<file path="src/rtl/wbs_pkg.sv">
package wbs_pkg;
  typedef enum logic [1:0] {
    PH_HIGH = 2'd0,
    PH_LOW  = 2'd1
  } phase_e;
endpackage

</file>
<file path="src/rtl/wbs_tree_walk.sv">
module wbs_tree_walk
  import wbs_pkg::*;
#(
  parameter int LEVELS = 3,
  parameter int LVW    = 2,
  parameter int PW     = 2
) (
  input  logic           clk,
  input  logic           rst_n,
  input  logic           clear,
  input  logic           step,
  output logic [LVW-1:0] level,
  output logic [PW-1:0]  pos_r,
  output logic [PW-1:0]  pos_s,
  output phase_e         phase,
  output logic           tree_end
);
  logic [PW-1:0] side_m1;
  logic          at_row_end;
  logic          at_lvl_end;

  always_comb begin
    side_m1    = PW'((32'd1 << (32'(level) - 32'd1)) - 32'd1);
    at_row_end = (pos_s == side_m1);
    at_lvl_end = at_row_end && (pos_r == side_m1) && (phase == PH_LOW);
    tree_end   = at_lvl_end && (level == LVW'(LEVELS));
  end

  always_ff @(posedge clk or negedge rst_n) begin
    if (!rst_n) begin
      level <= LVW'(1);
      pos_r <= '0;
      pos_s <= '0;
      phase <= PH_HIGH;
    end else if (clear) begin
      level <= LVW'(1);
      pos_r <= '0;
      pos_s <= '0;
      phase <= PH_HIGH;
    end else if (step) begin
      if (phase == PH_HIGH) begin
        phase <= PH_LOW;
      end else begin
        phase <= PH_HIGH;
        if (!at_row_end) begin
          pos_s <= pos_s + 1'b1;
        end else begin
          pos_s <= '0;
          if (pos_r != side_m1) begin
            pos_r <= pos_r + 1'b1;
          end else begin
            pos_r <= '0;
            level <= (level == LVW'(LEVELS)) ? LVW'(1) : level + 1'b1;
          end
        end
      end
    end
  end

  // the low pair follows the high pair at the same position
  assert_pair_keeps_pos_R5: assert property (@(posedge clk) disable iff (!rst_n)
    (step && phase == PH_HIGH) |=> (phase == PH_LOW && $stable(pos_r) &&
                                     $stable(pos_s) && $stable(level)));

  // levels only climb by one inside a tree, or wrap at the tree end
  assert_level_climbs_R4: assert property (@(posedge clk) disable iff (!rst_n)
    (step && !tree_end) |=> (level == $past(level) || level == $past(level) + 1'b1));

  assert_tree_wraps_R4: assert property (@(posedge clk) disable iff (!rst_n)
    (step && tree_end) |=> (level == LVW'(1) && pos_r == '0 && pos_s == '0));
endmodule

</file>
<file path="src/rtl/wbs_block_walk.sv">
module wbs_block_walk #(
  parameter int NB = 2,
  parameter int BW = 1
) (
  input  logic          clk,
  input  logic          rst_n,
  input  logic          clear,
  input  logic          step,
  output logic [BW-1:0] blk_i,
  output logic [BW-1:0] blk_j,
  output logic          last_blk
);
  logic col_end;

  always_comb begin
    col_end  = (blk_j == BW'(NB - 1));
    last_blk = col_end && (blk_i == BW'(NB - 1));
  end

  always_ff @(posedge clk or negedge rst_n) begin
    if (!rst_n) begin
      blk_i <= '0;
      blk_j <= '0;
    end else if (clear) begin
      blk_i <= '0;
      blk_j <= '0;
    end else if (step) begin
      if (!col_end) begin
        blk_j <= blk_j + 1'b1;
      end else begin
        blk_j <= '0;
        blk_i <= last_blk ? '0 : blk_i + 1'b1;
      end
    end
  end

  // the column index moves first, the row index stays
  assert_col_first_R3: assert property (@(posedge clk) disable iff (!rst_n)
    (step && !col_end) |=> (blk_i == $past(blk_i) && blk_j == $past(blk_j) + 1'b1));

  assert_row_next_R3: assert property (@(posedge clk) disable iff (!rst_n)
    (step && col_end && !last_blk) |=> (blk_j == '0 && blk_i == $past(blk_i) + 1'b1));
endmodule

</file>
<file path="src/rtl/wbs_coord_map.sv">
module wbs_coord_map #(
  parameter int LEVELS = 3,
  parameter int LVW    = 2,
  parameter int PW     = 2,
  parameter int BW     = 1,
  parameter int CW     = 4
) (
  input  logic [LVW-1:0] level,
  input  logic [BW-1:0]  blk_i,
  input  logic [BW-1:0]  blk_j,
  input  logic [PW-1:0]  pos_r,
  input  logic [PW-1:0]  pos_s,
  output logic [CW-1:0]  row,
  output logic [CW-1:0]  col
);
  logic [CW-1:0] cand_row [LEVELS];
  logic [CW-1:0] cand_col [LEVELS];

  for (genvar k = 0; k < LEVELS; k++) begin : g_lvl
    assign cand_row[k] = (CW'(blk_i) << k) + CW'(pos_r);
    assign cand_col[k] = (CW'(blk_j) << k) + CW'(pos_s);
  end

  always_comb begin
    row = '0;
    col = '0;
    for (int k = 0; k < LEVELS; k++) begin
      if (level == LVW'(k + 1)) begin
        row = cand_row[k];
        col = cand_col[k];
      end
    end
  end
endmodule

</file>
<file path="src/rtl/wbs_seq.sv">
module wbs_seq
  import wbs_pkg::*;
#(
  parameter int LEVELS = 3,
  parameter int IMG    = 16
) (
  input  logic                       clk,
  input  logic                       rst_n,
  input  logic                       start,
  input  logic                       out_ready,
  output logic                       out_valid,
  output logic [$clog2(LEVELS+1)-1:0] out_level,
  output logic [1:0]                 out_phase,
  output logic [$clog2(IMG)-1:0]     out_row,
  output logic [$clog2(IMG)-1:0]     out_col,
  output logic                       out_ll_buf,
  output logic                       out_blk_last,
  output logic                       out_frm_last,
  output logic                       done
);
  localparam int BLK_SIDE = 1 << LEVELS;
  localparam int NB       = IMG / BLK_SIDE;
  localparam int BW       = (NB > 1) ? $clog2(NB) : 1;
  localparam int CW       = $clog2(IMG);
  localparam int LVW      = $clog2(LEVELS + 1);
  localparam int PW       = (LEVELS > 1) ? LEVELS - 1 : 1;
  localparam int LW       = CW + 1;

  logic          busy;
  logic          fire;
  logic          clear;
  logic          tree_end;
  logic          last_blk;
  logic          done_q;
  phase_e        phase;
  logic [PW-1:0] pos_r;
  logic [PW-1:0] pos_s;
  logic [BW-1:0] blk_i;
  logic [BW-1:0] blk_j;

  assign clear = start && !busy;
  assign fire  = busy && out_ready;

  wbs_tree_walk #(.LEVELS(LEVELS), .LVW(LVW), .PW(PW)) u_tree (
    .clk(clk), .rst_n(rst_n), .clear(clear), .step(fire),
    .level(out_level), .pos_r(pos_r), .pos_s(pos_s), .phase(phase),
    .tree_end(tree_end)
  );

  wbs_block_walk #(.NB(NB), .BW(BW)) u_blocks (
    .clk(clk), .rst_n(rst_n), .clear(clear), .step(fire && tree_end),
    .blk_i(blk_i), .blk_j(blk_j), .last_blk(last_blk)
  );

  wbs_coord_map #(.LEVELS(LEVELS), .LVW(LVW), .PW(PW), .BW(BW), .CW(CW)) u_map (
    .level(out_level), .blk_i(blk_i), .blk_j(blk_j),
    .pos_r(pos_r), .pos_s(pos_s), .row(out_row), .col(out_col)
  );

  always_ff @(posedge clk or negedge rst_n) begin
    if (!rst_n) begin
      busy   <= 1'b0;
      done_q <= 1'b0;
    end else begin
      done_q <= fire && tree_end && last_blk;
      if (clear) begin
        busy <= 1'b1;
      end else if (fire && tree_end && last_blk) begin
        busy <= 1'b0;
      end
    end
  end

  always_comb begin
    out_valid    = busy;
    out_phase    = phase;
    out_ll_buf   = (phase == PH_LOW) && (out_level != LVW'(1));
    out_blk_last = tree_end;
    out_frm_last = tree_end && last_blk;
    done         = done_q;
  end

  logic [LW-1:0] row_lim;
  assign row_lim = LW'(NB) << (out_level - 1'b1);

  // a stalled issue is held unchanged
  assert_hold_on_stall_R10: assert property (@(posedge clk) disable iff (!rst_n)
    (out_valid && !out_ready) |=> (out_valid && $stable(out_level) && $stable(out_phase) &&
      $stable(out_row) && $stable(out_col) && $stable(out_frm_last)));

  // done follows the accepted frame-last issue and the stream is idle then
  assert_done_after_last_R9: assert property (@(posedge clk) disable iff (!rst_n)
    (out_valid && out_ready && out_frm_last) |=> (done && !out_valid));

  assert_done_single_R9: assert property (@(posedge clk) disable iff (!rst_n)
    done |=> !done);

  // coordinates stay inside the level's subband
  assert_row_range_R4: assert property (@(posedge clk) disable iff (!rst_n)
    out_valid |-> (LW'(out_row) < row_lim && LW'(out_col) < row_lim));

  // a frame-last issue is always a block-last issue
  assert_frm_implies_blk_R8: assert property (@(posedge clk) disable iff (!rst_n)
    out_frm_last |-> out_blk_last);
endmodule

</file>
<file path="config.mk">
export PLATFORM = sky130hd
export DESIGN_NAME = wbs_seq
export DESIGN_NICKNAME = d
export VERILOG_FILES = /design/src/rtl/wbs_pkg.sv /design/src/rtl/wbs_tree_walk.sv /design/src/rtl/wbs_block_walk.sv /design/src/rtl/wbs_coord_map.sv /design/src/rtl/wbs_seq.sv
export SDC_FILE = /design/constraint.sdc
export NUM_CORES = 1
export LEC_CHECK = 0
export BUFFER_PORTS_ARGS = -buffer_cell sky130_fd_sc_hd__buf_2
export CAP_MARGIN = 15
export CORE_MARGIN = 5
export CORE_UTILIZATION = 52
export DETAILED_ROUTE_END_ITERATION = 6
export GPL_TIMING_DRIVEN = 0
export HOLD_SLACK_MARGIN = 0.06
export PLACE_DENSITY = 0.77
export SYNTH_ARGS = -nofsm -noshare
export SYNTH_HDL_FRONTEND = slang
export SYNTH_SLANG_ARGS = --single-unit
</file>
<file path="constraint.sdc">
create_clock -name clk -period 2.5 [get_ports clk]
set_clock_uncertainty 0.2 [all_clocks]
set_input_delay 0.125 -clock clk [delete_from_list [all_inputs] [get_ports clk]]
set_output_delay 0.125 -clock clk [all_outputs]
set_load 0.03 [all_outputs]
</file>
[Word-level counts from Yosys, hierarchy flattened]
Index checks and enable logic that the tools add are counted.
Storage, ports and cells
  bits in registers: 12
  output and inout bits: 17
  word-level logic and storage cells: 86
Operators by class
  add/sub/neg operators: 13
  equality and inequality tests: 10
  shift-type cells: 1
  muxes and demuxes: 33
  reductions and logical operators: 21
Operators with widths (number)
  $mux W2: 17
  $shl A1 B32 Y2 const A: 1
  $mux W4: 4
  $logic_and A1 B1 Y1: 10
  $mux W1: 10
  $reduce_bool A2 Y1: 5
  $add A3 B2 Y4: 2
  $add A1 B2 Y3: 2
  $add A2 B1 Y2 const B: 3
  $add A2 B2 Y3: 2
  $mux W3: 2
  $eq A2 B1 Y1 const B: 2
  $eq A2 B2 Y1: 2
  $eq A2 B2 Y1 const B: 2
  $ne A2 B2 Y1 const B: 2
  $reduce_and A2 Y1: 2
  $reduce_and A4 Y1: 1
  $reduce_and A3 Y1: 1
  $sub A2 B1 Y3 const B: 1
  $add A1 B1 Y1 const B: 2
  $logic_not A2 Y1: 1
  $ne A2 B1 Y1 const B: 1
  $ne A2 B2 Y1: 1
  $sub A2 B1 Y2 const B: 1
  $logic_not A1 Y1: 1

[Longest topological paths before layout]
  word-level depth: 11
  gate-level depth with buffers: 7
  depth with buffers taken out: 6

[Modules after synthesis]
Synthesis repeated with hierarchy kept, for this count alone.
Second synthesis, totals
  cell total of the unflattened synthesis: 92
  area, all modules: 913.4 µm²
By module, submodules not included
  wbs_tree_walk: times used 1, cells an instance 53, area an instance 493.0 µm², seq. area each 176.4 µm²
  wbs_coord_map: times used 1, cells an instance 20, area an instance 209.0 µm², seq. area each 0.0 µm²
  wbs_seq: times used 1, cells an instance 11, area an instance 115.1 µm², seq. area each 50.0 µm²
  wbs_block_walk: times used 1, cells an instance 8, area an instance 96.3 µm², seq. area each 50.0 µm²

[Worst setup path before layout]
No wires, ideal clock.
  kind: register -> output
  start point: reg u_tree.level[0]
  end point: out out_frm_last
  data arrival time: 2.150 ns
  data required time: 2.175 ns
  slack: 0.025 ns
  stages on the path, launching flop included: 7
  buffers on the path: 1
  cell sequence: dfstp_2 -> inv_1 -> ha_1 -> buf_6 -> nor3_1 -> o22ai_2 -> nor3_1
On the way
  word-level cells in the longest chain between the ends: 8
  elaborated cells between the ends (all ways): 10
RTL lines
  from (decl): RTL line wbs_tree_walk.sv:12  | output logic [LVW-1:0] level,
  from (signal assigned): RTL line wbs_tree_walk.sv:53  | level <= (level == LVW'(LEVELS)) ? LVW'(1) : level + 1'b1;
  $sub A2 B1 Y3: RTL line wbs_tree_walk.sv:23  | side_m1 = PW'((32'd1 << (32'(level) - 32'd1)) - 32'd1);
  $shl A1 B32 Y2: RTL line wbs_tree_walk.sv:23
  $sub A2 B1 Y2: RTL line wbs_tree_walk.sv:23
  $eq A2 B2 Y1 (on tied branches): RTL line wbs_tree_walk.sv:24, wbs_tree_walk.sv:25
  $logic_and A1 B1 Y1 (2 in series): RTL line wbs_tree_walk.sv:25  | at_lvl_end = at_row_end && (pos_r == side_m1) && (phase == PH_LOW);
  $logic_and A1 B1 Y1 *: RTL line wbs_tree_walk.sv:26  | tree_end = at_lvl_end && (level == LVW'(LEVELS));
  $logic_and A1 B1 Y1 *: RTL line wbs_seq.sv:79  | out_frm_last = tree_end && last_blk;
  to (decl): RTL line wbs_seq.sv:18  | output logic out_frm_last,
Every way passes the cells marked *; elsewhere a longest branch is shown, timed or not.

[Worst setup path after layout]
  start point: reg u_tree.level[0]
  end point: out out_blk_last
On the way
  word-level cells in the longest chain between the ends: 7
  elaborated cells between the ends (all ways): 9
RTL lines
  $sub A2 B1 Y3: RTL line wbs_tree_walk.sv:23
  $shl A1 B32 Y2: RTL line wbs_tree_walk.sv:23
  $sub A2 B1 Y2: RTL line wbs_tree_walk.sv:23
  $eq A2 B2 Y1 (on tied branches): RTL line wbs_tree_walk.sv:24, wbs_tree_walk.sv:25
  $logic_and A1 B1 Y1 (2 in series): RTL line wbs_tree_walk.sv:25
  $logic_and A1 B1 Y1 *: RTL line wbs_tree_walk.sv:26
  to (decl): RTL line wbs_seq.sv:17  | output logic out_blk_last,
Marked as above.

==> impl_results.md <==
* Outcome: completed
* CP max FO at 7
* Clock tree root buffer cell: clkbuf_4
* Sw Pwr at 0.7482 mW
* # DRC at 0
* Power per standard cell area at 1274 nW/um2
* Post-synthesis compound-gate area fraction at 20.22%
* Critical Path Sink Type: output port
* Clk network pwr share at 9.1%
* Die area at 2715 um2
* Multiplexer share of the synthesized area at 1.085%
* R2r startpoint: u_tree.level[0]$_DFFE_PN1P_
* GRT Util Overall at 17.58%
* Core Area at 1708 um2
* Reg power frac at 24.3%
* Largest family of logic cells by synthesized area: simple AND/OR/NAND/NOR gates
* DR WL/cell at 13.35 um
* Share of post-route cells with drive strength above 1 at 26.72%
* Async S/R FF share, synth at 100.0%
* CP required at 2170 ps
* Die X at 52.11 um
* Startpoint types: register
* Via count at 876
* Synth Area per Inst at 8.782 um2
* Net Sw Frac at 52.78%
* Total grt overflow at 0
* RSZ-0062 raised after global routing: yes
* Leak at 0.5376 nW
* VDD IR-drop max at 779.5 uV
* P&R area growth vs syn at 20.62%
* Gate Count Post-Synth at 105
* # port buffers at 17
* Pint at 0.6694 mW
* Synth unique cells at 34
* DRT iter0 DRCs at 23
* Vias in the first global route at 817
* # clock sinks at 11
* Antenna diode count at 0
* Syn. warnings at 0
* Reg2reg path depth at 7
* Top cells by area, synth: dfrtp_1 (27%), ha_1 (14%), o21ai_0 (6.0%)
* EDFF count, synth at 0
* Max-cap violations at 0
* TritonCTS buffer count at 3
* Initial antenna violation count at 0
* Die height at 52.11 um
* Fin. max-slew vios at 0
* Min Tclk post-route at 2421 ps
* Worst min-delay path class: input port to register
* Clk_lat worst skew at 280 ps
* First-pass GRT wire length at 3532 um
* Setup CP Type: register to output port
* Final Hold Fails at 0
* Synth top area share at 27.14%
* RePlAce Congestion at 0.7026
* #FFs+latches synth at 11
* DR pass1 iterations at 4
* Synth Area in Simple Gates at 21.85%
* XOR/XNOR share of the synthesized area at 4.749%
* DRT antenna net count at 0
* H-Tree Depth at 1
* Worst reg2reg setup slack at 120 ps
* Largest net degree at the start of global routing at 11
* Total power at 1.418 mW
* Top FF cell, synth: dfrtp_1
* Nets@finish at 146
* Via/cell ratio at 5.615
* Post-DP HPWL at 1551 um
* Num ports at 21
* Max Fclk at 413.0 MHz
* Synthesized area at 922.1 um2
* TritonCTS clock tree: done
* Gate power share at 66.6%
* Sum Neg Setup Slack at 0 ps
* Drt total wl at 2083 um
* Sequential fraction of the synthesis area at 29.99%
* Adder-Cell Fraction of Synth Area at 13.57%
* Critical R2R Capture: u_blocks.blk_j$_DFFE_PN0P_
* Final setup fails at 0
* Crit path capture: out_blk_last
* Most frequent cells in the layout: buf_2 (16), nand2_1 (12), o21ai_0 (11)
* Worst Setup SP: u_tree.level[0]$_DFFE_PN1P_
* Final Cycle Share at 96.84%
* Commonest non-fill, non-tap cell in the layout: buf_2
* CTS clk-pin slew, worst paths at 80 ps
* Initial Utilization at 53.99%
* Clock buffer depth at 2
* Yosys top cell by area: dfrtp_1
* Worst EP arrival at 2100 ps
* Row cnt at 15
-- synth_stat cells (2+ instances only) --
cell / instances
and3_1: 2
inv_1: 2
nor2b_1: 3
xor2_1: 3
buf_4: 4
buf_6: 3
o211ai_1: 2
nor3_1: 3
nand2_1: 12
dfrtp_1: 10
or3_1: 2
nand3_1: 5
a21oi_1: 6
ha_1: 10
nor2_1: 5
a22oi_1: 4
xnor2_1: 2
o21ai_0: 11
-- sequential cells by signal, indices dropped and copies added, names as in the netlist --
signal and cells:
out_valid 1, u_blocks.blk_j 1, u_blocks.blk_i 1, u_tree.level 2
u_tree.phase 1, done 1, u_tree.pos_s 2, u_tree.pos_r 2
-- how the worst min path moves through the flow --
stage | from | cells after the start | to | slack, ps
floorplan | rst_n | 0 | done$_DFF_PN0_ | -370
global placement | rst_n | 1 | u_blocks.blk_i$_DFFE_PN0P_ | -200
detailed placement | rst_n | 1 | u_blocks.blk_i$_DFFE_PN0P_ | -190
CTS | out_ready | 3 | u_tree.phase[0]$_DFFE_PN0P_ | 80
global route | out_ready | 3 | u_tree.phase[0]$_DFFE_PN0P_ | 110
finish | out_ready | 3 | u_tree.phase[0]$_DFFE_PN0P_ | 90
-- logic make-up after synthesis --
| kind of cell | Yosys count |
|---|---|
| AO/OA/AOI/OAI | 29 |
| XOR/XNOR | 5 |
| adder cells (fa/ha/maj) | 10 |
| buffers and inverters | 10 |
| flip-flops | 11 |
| multiplexers | 1 |
| other | 1 |
| AND/OR/NAND/NOR | 38 |
-- worst max-delay path, stage by stage (launching register included) --
cell	delay, ps
dfstp_2	590
inv_1	60
ha_1	300
buf_6	140
and3_1	180
o22ai_2	280
nor2_1	80
buf_2	190
-- routing by layer --
layer  share of wire, %  up-vias  global-route usage [%]
li1                   -      424                       -
met4                2.4        0                   10.48
met1                 45      412                   22.20
met5                  0        -                       0
met2                 48       35                   28.66
met3                5.0        5                   1.719
-- final cells by class --
cell class / count / area, um2
Multi-Input combinational cell: 86 / 585.6
Tap cell: 25 / 31.28
Inverter: 2 / 7.507
Sequential cell: 11 / 276.5
Clock buffer: 4 / 26.28
Timing Repair Buffer: 20 / 117.6
Fill cell: 159 / 595.6
Buffer: 8 / 67.56
-- stage by stage --
step	area [um2]	std cells	setup slack [ps]	util [%]	hold WS [ps]
3_3_place_gp	1046	149	220.8	61.25	-195.5
2_1_floorplan	929.6	107	25.40	-	-370.6
3_5_place_dp	1046	149	173.8	61.25	-193.6
6_report	1112	156	78.93	65.13	85.65
5_1_grt	1112	156	-2.956	65.13	111.1
4_1_cts	1102	156	67.21	64.54	80.52
-- power by group through the flow --
| stage | Clock [mW] | Sequential (mW) | Combinational, mW |
|---|---|---|---|
| after global placement | 0 | 0.341 | 0.899 |
| after CTS | 0.130 | 0.345 | 0.939 |
| after detailed placement | 0 | 0.349 | 0.930 |
| after global routing | 0.139 | 0.358 | 1.04 |
| after floorplan | 0 | 0.371 | 0.692 |
| final | 0.128 | 0.345 | 0.945 |
-- what timing repair did --
item | 4_1_cts | 5_1_grt
buffers inserted | 0 | 0
endpoints found under the hold margin | 15 | 0
endpoints found under the setup margin | 0 | 3
hold buffers | 3 | 0
resized for setup | 0 | 3
Power figures use the tool's default switching activity.
